`src/rtl/rxd_pkg.sv`:
```
// Package: shared state type and descriptor field positions for the
// receive descriptor engine. Assumes 32-bit descriptor words.
package rxd_pkg;

    typedef enum logic [2:0] {
        ST_OFF,
        ST_RD_REQ,
        ST_RD_WAIT,
        ST_PARK,
        ST_RECV,
        ST_WB
    } rxd_state_e;

    localparam int OWN_BIT    = 31;
    localparam int FIRST_BIT  = 30;
    localparam int ERR_BIT    = 15;
    localparam int LAST_BIT   = 8;
    localparam int LEN_LSB    = 16;
    localparam int CHAIN_BIT  = 24;
    localparam int EOR_BIT    = 25;
    localparam int DESC_BYTES = 16;
    localparam int WORD_BYTES = 4;

endpackage

```
`src/rtl/rxd_packer.sv`:
```
// Module: rxd_packer
// Packs a byte stream into little-endian 32-bit words with byte enables,
// bounded by the descriptor's buffer size. It counts every delivered byte
// (FCS included) and records truncation and input error.
// Assumes: the buffer address is word aligned; wr_ack is only taken while
// wr_valid is high; clr is pulsed before each frame.
module rxd_packer #(
    parameter int BSZ_W = 11,
    parameter int LEN_W = 14
) (
    input  logic             clk,
    input  logic             rst_n,
    input  logic             clr,
    input  logic             active,
    input  logic [BSZ_W-1:0] buf_size,
    input  logic             in_valid,
    input  logic [7:0]       in_data,
    input  logic             in_last,
    input  logic             in_err,
    output logic             in_ready,
    output logic             wr_valid,
    output logic [BSZ_W:0]   wr_off,
    output logic [31:0]      wr_data,
    output logic [3:0]       wr_be,
    input  logic             wr_ack,
    output logic             done,
    output logic [LEN_W-1:0] frame_len,
    output logic             frame_bad
);

    localparam logic [LEN_W-1:0] LEN_MAX = {LEN_W{1'b1}};

    logic [BSZ_W:0]   stored_q;
    logic [BSZ_W:0]   wptr_q;
    logic [31:0]      word_q;
    logic [3:0]       be_q;
    logic             pend_q;
    logic             fin_q;
    logic             trunc_q;
    logic             err_q;
    logic [LEN_W-1:0] len_q;
    logic             take;
    logic             fits;
    logic [1:0]       lane;

    // Handshake and placement decode for the current byte.
    always_comb begin
        in_ready = active && !pend_q && !fin_q;
        take     = in_valid && in_ready;
        fits     = stored_q < {1'b0, buf_size};
        lane     = stored_q[1:0];
    end

    // Byte placement, word flush, length and flag tracking.
    always_ff @(posedge clk) begin
        if (!rst_n || clr) begin
            stored_q <= '0;
            wptr_q   <= '0;
            word_q   <= '0;
            be_q     <= '0;
            pend_q   <= 1'b0;
            fin_q    <= 1'b0;
            trunc_q  <= 1'b0;
            err_q    <= 1'b0;
            len_q    <= '0;
        end else begin
            if (pend_q && wr_ack) begin
                pend_q <= 1'b0;
                be_q   <= '0;
                word_q <= '0;
                wptr_q <= wptr_q + (BSZ_W+1)'(4);
            end
            if (take) begin
                if (len_q != LEN_MAX) begin
                    len_q <= len_q + 1'b1;
                end
                if (fits) begin
                    word_q[{lane, 3'b000} +: 8] <= in_data;
                    be_q[lane]                  <= 1'b1;
                    stored_q                    <= stored_q + 1'b1;
                    if (lane == 2'd3 || in_last) begin
                        pend_q <= 1'b1;
                    end
                end else begin
                    trunc_q <= 1'b1;
                    if (in_last && be_q != 4'b0000) begin
                        pend_q <= 1'b1;
                    end
                end
                if (in_last) begin
                    fin_q <= 1'b1;
                    err_q <= in_err;
                end
            end
        end
    end

    // Outputs toward the memory mux and the status composer.
    always_comb begin
        wr_valid  = pend_q;
        wr_off    = wptr_q;
        wr_data   = word_q;
        wr_be     = be_q;
        done      = fin_q && !pend_q;
        frame_len = len_q;
        frame_bad = trunc_q || err_q;
    end

    // a data write never lands at or past the buffer size.
    p_write_inside_buffer_r5: assert property (@(posedge clk) disable iff (!rst_n)
        wr_valid |-> (wr_off < {1'b0, buf_size}));

    // every flushed word carries at least one enabled lane.
    p_flush_has_lanes_r4: assert property (@(posedge clk) disable iff (!rst_n)
        $rose(pend_q) |-> (be_q != 4'b0000));

    // a final byte that fell outside the buffer with no partial word
    // finishes the frame on the next cycle.
    p_drop_last_completes_r6: assert property (@(posedge clk) disable iff (!rst_n)
        (take && in_last && !fits && be_q == 4'b0000 && !clr) |=> done);

endmodule

```
`src/rtl/rxd_status_fmt.sv`:
```
// Module: rxd_status_fmt
// Builds the status write-back word. Ownership is returned to software,
// first and last flags are both set (one frame per descriptor), and the
// length and error summary come from the packer.
// Assumes: LEN_W fits between LEN_LSB and the first-segment bit.
module rxd_status_fmt #(
    parameter int LEN_W = 14
) (
    input  logic [LEN_W-1:0] frame_len,
    input  logic             frame_bad,
    output logic [31:0]      status_word
);
    import rxd_pkg::*;

    // Pure field placement; every bit not named stays zero.
    always_comb begin
        status_word                      = '0;
        status_word[OWN_BIT]             = 1'b0;
        status_word[FIRST_BIT]           = 1'b1;
        status_word[LAST_BIT]            = 1'b1;
        status_word[ERR_BIT]             = frame_bad;
        status_word[LEN_LSB +: LEN_W]    = frame_len;
    end

endmodule

```
`src/rtl/rxd_next_sel.sv`:
```
// Module: rxd_next_sel
// Chooses the address of the following descriptor: the chain pointer when
// chaining is requested, the list base at end of ring, otherwise the next
// contiguous descriptor slot.
// Assumes: descriptors are DESC_BYTES apart when not chained.
module rxd_next_sel #(
    parameter int AW = 32
) (
    input  logic [AW-1:0] cur_addr,
    input  logic [AW-1:0] base_addr,
    input  logic [AW-1:0] chain_addr,
    input  logic          chain_en,
    input  logic          ring_end,
    output logic [AW-1:0] next_addr
);
    import rxd_pkg::*;

    // Chaining has priority over the end-of-ring mark.
    always_comb begin
        if (chain_en) begin
            next_addr = chain_addr;
        end else if (ring_end) begin
            next_addr = base_addr;
        end else begin
            next_addr = cur_addr + AW'(DESC_BYTES);
        end
    end

endmodule

```
`src/rtl/rx_desc_engine.sv`:
```
// Module: rx_desc_engine (top)
// Walks a list of receive descriptors in shared memory: it fetches the four
// descriptor words, parks on a descriptor software still holds, packs frame
// bytes into the buffer and writes status back before moving on.
// Assumes: one read outstanding at a time, read data returns on mem_rvalid
// after the grant; buffer addresses are word aligned; one frame per
// descriptor.
module rx_desc_engine #(
    parameter int AW    = 32,
    parameter int BSZ_W = 11,
    parameter int LEN_W = 14
) (
    input  logic          clk,
    input  logic          rst_n,
    input  logic          rx_enable,
    input  logic [AW-1:0] list_base,
    input  logic          poll_demand,
    input  logic          fr_valid,
    input  logic [7:0]    fr_data,
    input  logic          fr_last,
    input  logic          fr_err,
    output logic          fr_ready,
    output logic          mem_req,
    output logic          mem_we,
    output logic [AW-1:0] mem_addr,
    output logic [31:0]   mem_wdata,
    output logic [3:0]    mem_be,
    input  logic          mem_gnt,
    input  logic          mem_rvalid,
    input  logic [31:0]   mem_rdata
);
    import rxd_pkg::*;

    localparam logic [1:0] IDX_LAST = 2'd3;

    rxd_state_e       state_q;
    logic [AW-1:0]    cur_q;
    logic [AW-1:0]    buf_q;
    logic [AW-1:0]    nxt_q;
    logic [BSZ_W-1:0] size_q;
    logic             chain_q;
    logic             eor_q;
    logic [1:0]       idx_q;

    logic             pk_clr;
    logic             pk_active;
    logic             pk_wr_valid;
    logic [BSZ_W:0]   pk_off;
    logic [31:0]      pk_data;
    logic [3:0]       pk_be;
    logic             pk_ack;
    logic             pk_done;
    logic [LEN_W-1:0] pk_len;
    logic             pk_bad;
    logic [31:0]      status_word;
    logic [AW-1:0]    next_addr;

    // Packer control derived from the walk state.
    always_comb begin
        pk_clr    = (state_q == ST_RD_WAIT) && mem_rvalid && (idx_q == IDX_LAST);
        pk_active = (state_q == ST_RECV);
        pk_ack    = (state_q == ST_RECV) && mem_gnt;
    end

    rxd_packer #(
        .BSZ_W(BSZ_W),
        .LEN_W(LEN_W)
    ) u_packer (
        .clk       (clk),
        .rst_n     (rst_n),
        .clr       (pk_clr),
        .active    (pk_active),
        .buf_size  (size_q),
        .in_valid  (fr_valid),
        .in_data   (fr_data),
        .in_last   (fr_last),
        .in_err    (fr_err),
        .in_ready  (fr_ready),
        .wr_valid  (pk_wr_valid),
        .wr_off    (pk_off),
        .wr_data   (pk_data),
        .wr_be     (pk_be),
        .wr_ack    (pk_ack),
        .done      (pk_done),
        .frame_len (pk_len),
        .frame_bad (pk_bad)
    );

    rxd_status_fmt #(
        .LEN_W(LEN_W)
    ) u_status (
        .frame_len   (pk_len),
        .frame_bad   (pk_bad),
        .status_word (status_word)
    );

    rxd_next_sel #(
        .AW(AW)
    ) u_next (
        .cur_addr   (cur_q),
        .base_addr  (list_base),
        .chain_addr (nxt_q),
        .chain_en   (chain_q),
        .ring_end   (eor_q),
        .next_addr  (next_addr)
    );

    // Memory port mux: descriptor reads, buffer writes, status write-back.
    always_comb begin
        mem_req   = 1'b0;
        mem_we    = 1'b0;
        mem_addr  = cur_q;
        mem_wdata = '0;
        mem_be    = '0;
        case (state_q)
            ST_RD_REQ: begin
                mem_req  = 1'b1;
                mem_addr = cur_q + AW'({idx_q, 2'b00});
                mem_be   = 4'hf;
            end
            ST_RECV: begin
                mem_req   = pk_wr_valid;
                mem_we    = 1'b1;
                mem_addr  = buf_q + AW'(pk_off);
                mem_wdata = pk_data;
                mem_be    = pk_be;
            end
            ST_WB: begin
                mem_req   = 1'b1;
                mem_we    = 1'b1;
                mem_addr  = cur_q;
                mem_wdata = status_word;
                mem_be    = 4'hf;
            end
            default: begin
                mem_req = 1'b0;
            end
        endcase
    end

    // Descriptor walk state machine and captured descriptor fields.
    always_ff @(posedge clk) begin
        if (!rst_n) begin
            state_q <= ST_OFF;
            cur_q   <= '0;
            buf_q   <= '0;
            nxt_q   <= '0;
            size_q  <= '0;
            chain_q <= 1'b0;
            eor_q   <= 1'b0;
            idx_q   <= '0;
        end else begin
            case (state_q)
                ST_OFF: begin
                    if (rx_enable) begin
                        cur_q   <= list_base;
                        idx_q   <= '0;
                        state_q <= ST_RD_REQ;
                    end
                end
                ST_RD_REQ: begin
                    if (mem_gnt) begin
                        state_q <= ST_RD_WAIT;
                    end
                end
                ST_RD_WAIT: begin
                    if (mem_rvalid) begin
                        case (idx_q)
                            2'd0: begin
                                if (mem_rdata[OWN_BIT]) begin
                                    idx_q   <= 2'd1;
                                    state_q <= ST_RD_REQ;
                                end else begin
                                    state_q <= ST_PARK;
                                end
                            end
                            2'd1: begin
                                size_q  <= mem_rdata[BSZ_W-1:0];
                                chain_q <= mem_rdata[CHAIN_BIT];
                                eor_q   <= mem_rdata[EOR_BIT];
                                idx_q   <= 2'd2;
                                state_q <= ST_RD_REQ;
                            end
                            2'd2: begin
                                buf_q   <= mem_rdata[AW-1:0];
                                idx_q   <= 2'd3;
                                state_q <= ST_RD_REQ;
                            end
                            default: begin
                                nxt_q   <= mem_rdata[AW-1:0];
                                state_q <= ST_RECV;
                            end
                        endcase
                    end
                end
                ST_PARK: begin
                    if (!rx_enable) begin
                        state_q <= ST_OFF;
                    end else if (poll_demand) begin
                        idx_q   <= '0;
                        state_q <= ST_RD_REQ;
                    end
                end
                ST_RECV: begin
                    if (pk_done) begin
                        state_q <= ST_WB;
                    end
                end
                ST_WB: begin
                    if (mem_gnt) begin
                        cur_q   <= next_addr;
                        idx_q   <= '0;
                        state_q <= rx_enable ? ST_RD_REQ : ST_OFF;
                    end
                end
                default: begin
                    state_q <= ST_OFF;
                end
            endcase
        end
    end

    // an ungranted request is held with the same address and direction.
    p_hold_until_grant_r8: assert property (@(posedge clk) disable iff (!rst_n)
        (mem_req && !mem_gnt) |=> (mem_req && $stable(mem_addr) && $stable(mem_we)));

    // a parked engine is silent on both memory and frame sides.
    p_parked_is_quiet_r3: assert property (@(posedge clk) disable iff (!rst_n)
        (state_q == ST_PARK) |-> (!mem_req && !fr_ready));

    // while off, nothing moves.
    p_off_is_quiet_r1: assert property (@(posedge clk) disable iff (!rst_n)
        (state_q == ST_OFF) |-> (!mem_req && !fr_ready));

    // the full-word write-back returns ownership and marks first/last.
    p_writeback_format_r6: assert property (@(posedge clk) disable iff (!rst_n)
        (state_q == ST_WB && mem_req) |->
            (!mem_wdata[OWN_BIT] && mem_wdata[FIRST_BIT] && mem_wdata[LAST_BIT]));

    // the status write never overlaps a pending data word.
    p_status_after_data_r6: assert property (@(posedge clk) disable iff (!rst_n)
        (state_q == ST_WB) |-> !pk_wr_valid);

endmodule

```
`config.mk`:
```
export PLATFORM = sky130hd
export DESIGN_NAME = rx_desc_engine
export DESIGN_NICKNAME = d
export VERILOG_FILES = /design/src/rtl/rxd_pkg.sv /design/src/rtl/rxd_packer.sv /design/src/rtl/rxd_status_fmt.sv /design/src/rtl/rxd_next_sel.sv /design/src/rtl/rx_desc_engine.sv
export SDC_FILE = /design/constraint.sdc
export NUM_CORES = 1
export LEC_CHECK = 0
export BUFFER_PORTS_ARGS = -buffer_cell sky130_fd_sc_hd__clkbuf_2
export CORE_MARGIN = 2
export CORE_UTILIZATION = 60
export CTS_BUF_LIST = sky130_fd_sc_hd__clkbuf_8
export CTS_CLUSTER_DIAMETER = 60
export CTS_CLUSTER_SIZE = 10
export DETAILED_ROUTE_END_ITERATION = 10
export HOLD_SLACK_MARGIN = 0.08
export PLACE_DENSITY = 0.93
export SYNTH_ARGS = -nofsm -noshare
export SYNTH_HDL_FRONTEND = slang
export SYNTH_SLANG_ARGS = --single-unit
```
`constraint.sdc`:
```
create_clock -name clk -period 3.1 [get_ports clk]
set_input_delay 0.465 -clock clk [delete_from_list [all_inputs] [get_ports clk]]
set_output_delay 0.465 -clock clk [all_outputs]
set_load 0.05 [all_outputs]
```
==> results.md <==
- The smallest clock period supported by the final layout is computed as roughly 3.4 ns.
- The worst endpoint required time is about 2.6 ns.
- Net switching is between 30% and 40% of the power.
- The yosys synthesis warning count is 0.
- The first-pass GRT wire length is approximately 57 mm.
- TritonCTS built the clock tree.
- The number of buffers inserted during clock tree synthesis is 17.
- The total global routing overflow is 0.
- In the final layout, the share of cells above drive strength 1 is a little under a quarter.
- The pin count of the biggest net entering global routing is between 100 and 150.
- The post-route standard cell area excluding fillers is ~14000 um^2.
- Summing over every cut layer, the via total after detailed routing is ~12000.
- The layout net count is around 1700.
- The multi-input combinational cells in the finished layout cover a total of approximately 7400 um^2.
- The mean routed wirelength per cell is a little over 20 um.
- For this run, global-route usage on met3 was measured as around 7.9%.
- Synthesis inferred 190 register bits.
- The checks that failed: setup timing.
- The critical path class is reg -> out.
- Routability-driven placement finished with a final weighted congestion of ~0.99.
- The number of nets with antenna violations after detailed routing is 0.
- The count of fill cells added during filler insertion is 1174.
- The via count of the first global-routing pass is 11200.
- The highest clock frequency the design can meet is approximately 300 MHz.
- The worst slack after detailed placement is 0.0774 ns.
- The count of cell types in the netlist is between 70 and 80.
- The clock tree root driver cell is sky130_fd_sc_hd__clkbuf_8.
- In this run, synthesis inferred 0 flip-flops with an integrated enable.
- From left edge to right edge, the die measures between 100 and 150 um.
- The combinational fraction of design power is 21.1%.
- The measured slew at the worst slew-check pin is 0.893 ns.
- The number of max-capacitance violations reported is 0.
- STA classifies the critical path startpoint as a register.
- The detailed router finished its first iteration with about 1500 violations.
- After layout, the worst setup slack is -0.253 ns.
- For this design, the sink count on the clock tree is 190.
- The number of standard-cell rows in the floorplan is 49.
- The core region is 18100 um^2.
- Summed over all nets, the switching power comes to between 1.5 and 2 mW.
- The summed instance area of the synthesized netlist is 11200 um^2.
- The number of max-slew violations in the final report is 0.
- Port buffering added 151 buffers.
- The worst relative slew slack is between 40% and 50%.
- The signal arrival time at the worst endpoint is 2.89 ns.
- The die covers slightly below 20000 um^2.
- During I/O placement, the number of pins put on the boundary was about 150.
- The pre-antenna-repair detailed-routing pass consisted of 6 iterations.
- The via density per instance is between 6 and 7.
- The final hold violation count is 0.
- The clock latency on the worst-skew pair is ~0.50 ns.
- The part of the total power dissipated in sequential elements is ~47%.
- A synthesized cell averages a little under 8 um^2.
- The critical-path maximum fanout is 5.
- The peak-usage layer in the global routing report is met2.
- The post-placement cell area is approximately 13000 um^2.
- The share of total power dissipated in the clock network is 31.7%.
- On the final layout, the worst clock skew is ~0.020 ns.
- Synthesis produced a netlist whose cell count is 1457.
- The clock passes through at most 2 buffers.
- The height of the die is 141 um.
- The part of the cycle the worst path needs is 108%.
- The storage element area is roughly 3800 um^2.
- The tightest min-delay check is of the in -> reg type.
- In the synthesized netlist the dominant register cell turns out to be sky130_fd_sc_hd__dfxtp_1.
- Clock-pin slew was measured on the worst setup and hold paths at about 0.12 ns.
- The share of synthesized area occupied by flip-flops and latches is about a third.
- Once the floorplan was initialized, standard cells occupied approximately three fifths of the core.
- Adding up every negative setup slack in the final design gives -1.79 ns.
- STA classifies the critical path endpoint as an output port.
- Compared with the post-synthesis result, the final layout area differs by 22.6%.
- The worst-case IR drop observed on VDD is 0.000340 V.
- Setup repair after global routing could not meet its margin everywhere.
- The half-perimeter wire length of the detailed placement result is 25.3 mm.
- The global-route met2 utilization is around 57%.
- Setup violations remaining at the end of the flow were counted as 20.
- Counting every net in the synthesized netlist gives approximately 1600.
- The run finished, with violations left.
- Buffers inserted to repair hold after CTS numbered 0.
- Wires add up to 37.2 mm.
- After detailed routing, the number of remaining DRC violations is 0.
- The total internal power is around 3.6 mW.
- In this run the static leakage power is ~5.2 nW.
- The met1 demand-to-capacity share in global routing is between 40% and 50%.
- The number of levels in the clock H-tree is 4.
- The async set-reset flop share out of synthesis is 0%.
- The power per cell area is approximately 400 nW/um^2.
- 0 antenna diodes ended up in the layout.
- Global routing used between 30% and 40% of the available tracks.
- The number of antenna violations at the first check in global routing is 0.
-- layer usage --
metal,vias up,wire length (um)
met4,0,1940
met3,196,4730
met5,-,0
met2,942,16600
met1,5485,14000
li1,5378,-
-- final timing paths --
| kind | start | endpoint | slack, ns | depth (start not counted) |
|---|---|---|---|---|
| min reg2reg | u_packer.wr_data[12] | u_packer.wr_data[12] | 0.47 | 2 |
| max reg2reg | state_q[0] | u_packer.wr_data[8] | 0.22 | 10 |
| max | u_packer.wr_off[9] | mem_addr[27] | -0.25 | 9 |
| min | mem_rdata[28] | nxt_q[28] | 0.20 | 3 |
-- power by group through the flow --
stage / sequential [mW] / clock, mW / combinational, mW
after floorplan: 2.59 / 0 / 0.739
after global placement: 2.64 / 0 / 1.06
after detailed placement: 2.64 / 0 / 1.08
after CTS: 2.59 / 1.73 / 1.11
after global routing: 2.61 / 1.82 / 1.22
final: 2.61 / 1.75 / 1.16
-- worst max-delay path, stage by stage (launching register included) --
cell                        delay (ns)
sky130_fd_sc_hd__dfxtp_1          0.38
sky130_fd_sc_hd__ha_4             0.31
sky130_fd_sc_hd__and3_4           0.25
sky130_fd_sc_hd__nand2_1          0.08
sky130_fd_sc_hd__a21oi_1          0.24
sky130_fd_sc_hd__or2_4            0.22
sky130_fd_sc_hd__nand4_1          0.15
sky130_fd_sc_hd__xor2_1           0.20
sky130_fd_sc_hd__o211ai_1         0.24
sky130_fd_sc_hd__bufbuf_16        0.32
-- final cells by class --
| cell class | count | area share [%] |
|---|---|---|
| clock buffers | 18 | 1.80 |
| clock inverters | 14 | 1.35 |
| multi-input cells | 1136 | 53.9 |
| repair buffers | 216 | 12.0 |
| flip-flops and latches | 190 | 27.9 |
| well taps | 229 | 2.09 |
| inverters | 34 | 0.947 |
-- sequential cells by signal (all words and copies together) (netlist names) --
name / cells
buf_q: 32
chain_q: 1
cur_q: 32
eor_q: 1
idx_q: 2
nxt_q: 32
size_q: 11
state_q: 3
u_packer.err_q: 1
u_packer.fin_q: 1
u_packer.frame_len: 14
u_packer.stored_q: 12
u_packer.trunc_q: 1
u_packer.wr_be: 4
u_packer.wr_data: 32
u_packer.wr_off: 10
u_packer.wr_valid: 1
-- per-stage QoR --
step                      util [%]  instances  hold WS [ns]  total power, mW
after floorplan                  -       1457         0.431             3.33
after global placement        69.1       1788         0.439             3.70
after detailed placement      69.1       1788         0.451             3.72
after CTS                     73.7       1829         0.200             5.43
after global routing          75.7       1837         0.221             5.66
final                         75.7       1837         0.202             5.52
-- cell families (layout without fill, tap and decap cells) --
kind of cell / count (synthesis) / in the layout / synth area share, %
fa+ha+maj: 41 / 41 / 4.69
buf+inv: 131 / 282 / 4.76
simple gates: 646 / 646 / 26.7
compound gates: 342 / 342 / 21.0
flops: 190 / 190 / 34.0
xor+xnor: 69 / 69 / 5.40
mux: 38 / 38 / 3.46
-- placed cells by master (no fill, tap or decap), types with 7 or more instances in the layout --
cell type                    n
sky130_fd_sc_hd__nor3_1     16
sky130_fd_sc_hd__inv_1      29
sky130_fd_sc_hd__o211ai_1   15
sky130_fd_sc_hd__o211a_1     7
sky130_fd_sc_hd__o221ai_2   10
sky130_fd_sc_hd__clkbuf_8   21
sky130_fd_sc_hd__o22ai_1    18
sky130_fd_sc_hd__or3_1      11
sky130_fd_sc_hd__dfxtp_2    18
sky130_fd_sc_hd__a22o_1      8
sky130_fd_sc_hd__ha_4        9
sky130_fd_sc_hd__and3_1     23
sky130_fd_sc_hd__and2_1     28
sky130_fd_sc_hd__xnor2_1    32
sky130_fd_sc_hd__nand2_1   301
sky130_fd_sc_hd__buf_12     20
sky130_fd_sc_hd__a21o_1      7
sky130_fd_sc_hd__mux2i_1    32
sky130_fd_sc_hd__a21oi_1    57
sky130_fd_sc_hd__ha_1       28
sky130_fd_sc_hd__nor2b_1     9
sky130_fd_sc_hd__dfxtp_1   170
sky130_fd_sc_hd__buf_4      61
sky130_fd_sc_hd__nand4_1    25
sky130_fd_sc_hd__a21boi_0   83
sky130_fd_sc_hd__xor2_1     31
sky130_fd_sc_hd__clkbuf_2  123
sky130_fd_sc_hd__nor2_1    101
sky130_fd_sc_hd__o21ai_0    55
sky130_fd_sc_hd__nand3_1    66
-- synthesized netlist by cell type (19+ instances only) --
master / n / area share (%)
sky130_fd_sc_hd__o21ai_0: 62 / 2.8
sky130_fd_sc_hd__ha_1: 38 / 4.2
sky130_fd_sc_hd__and2_1: 31 / 1.7
sky130_fd_sc_hd__nor2_1: 107 / 3.6
sky130_fd_sc_hd__dfxtp_1: 190 / 34
sky130_fd_sc_hd__nor3_1: 20 / 0.89
sky130_fd_sc_hd__xor2_1: 32 / 2.5
sky130_fd_sc_hd__buf_2: 19 / 0.85
sky130_fd_sc_hd__xnor2_1: 37 / 2.9
sky130_fd_sc_hd__mux2i_1: 32 / 2.9
sky130_fd_sc_hd__and3_1: 25 / 1.4
sky130_fd_sc_hd__nand3_1: 71 / 3.2
sky130_fd_sc_hd__a21oi_1: 62 / 2.8
sky130_fd_sc_hd__a21boi_0: 83 / 5.6
sky130_fd_sc_hd__nand2_1: 303 / 10
sky130_fd_sc_hd__nand4_1: 25 / 1.4
sky130_fd_sc_hd__clkbuf_1: 60 / 2.0
sky130_fd_sc_hd__inv_1: 33 / 1.1
-- what timing repair did --
item / in CTS / in global routing
resized for setup: 74 / 71
setup buffers: 9 / 8
setup endpoints to repair: 25 / 28
pin swaps: 17 / 24
(Power assumes the default switching activity.)
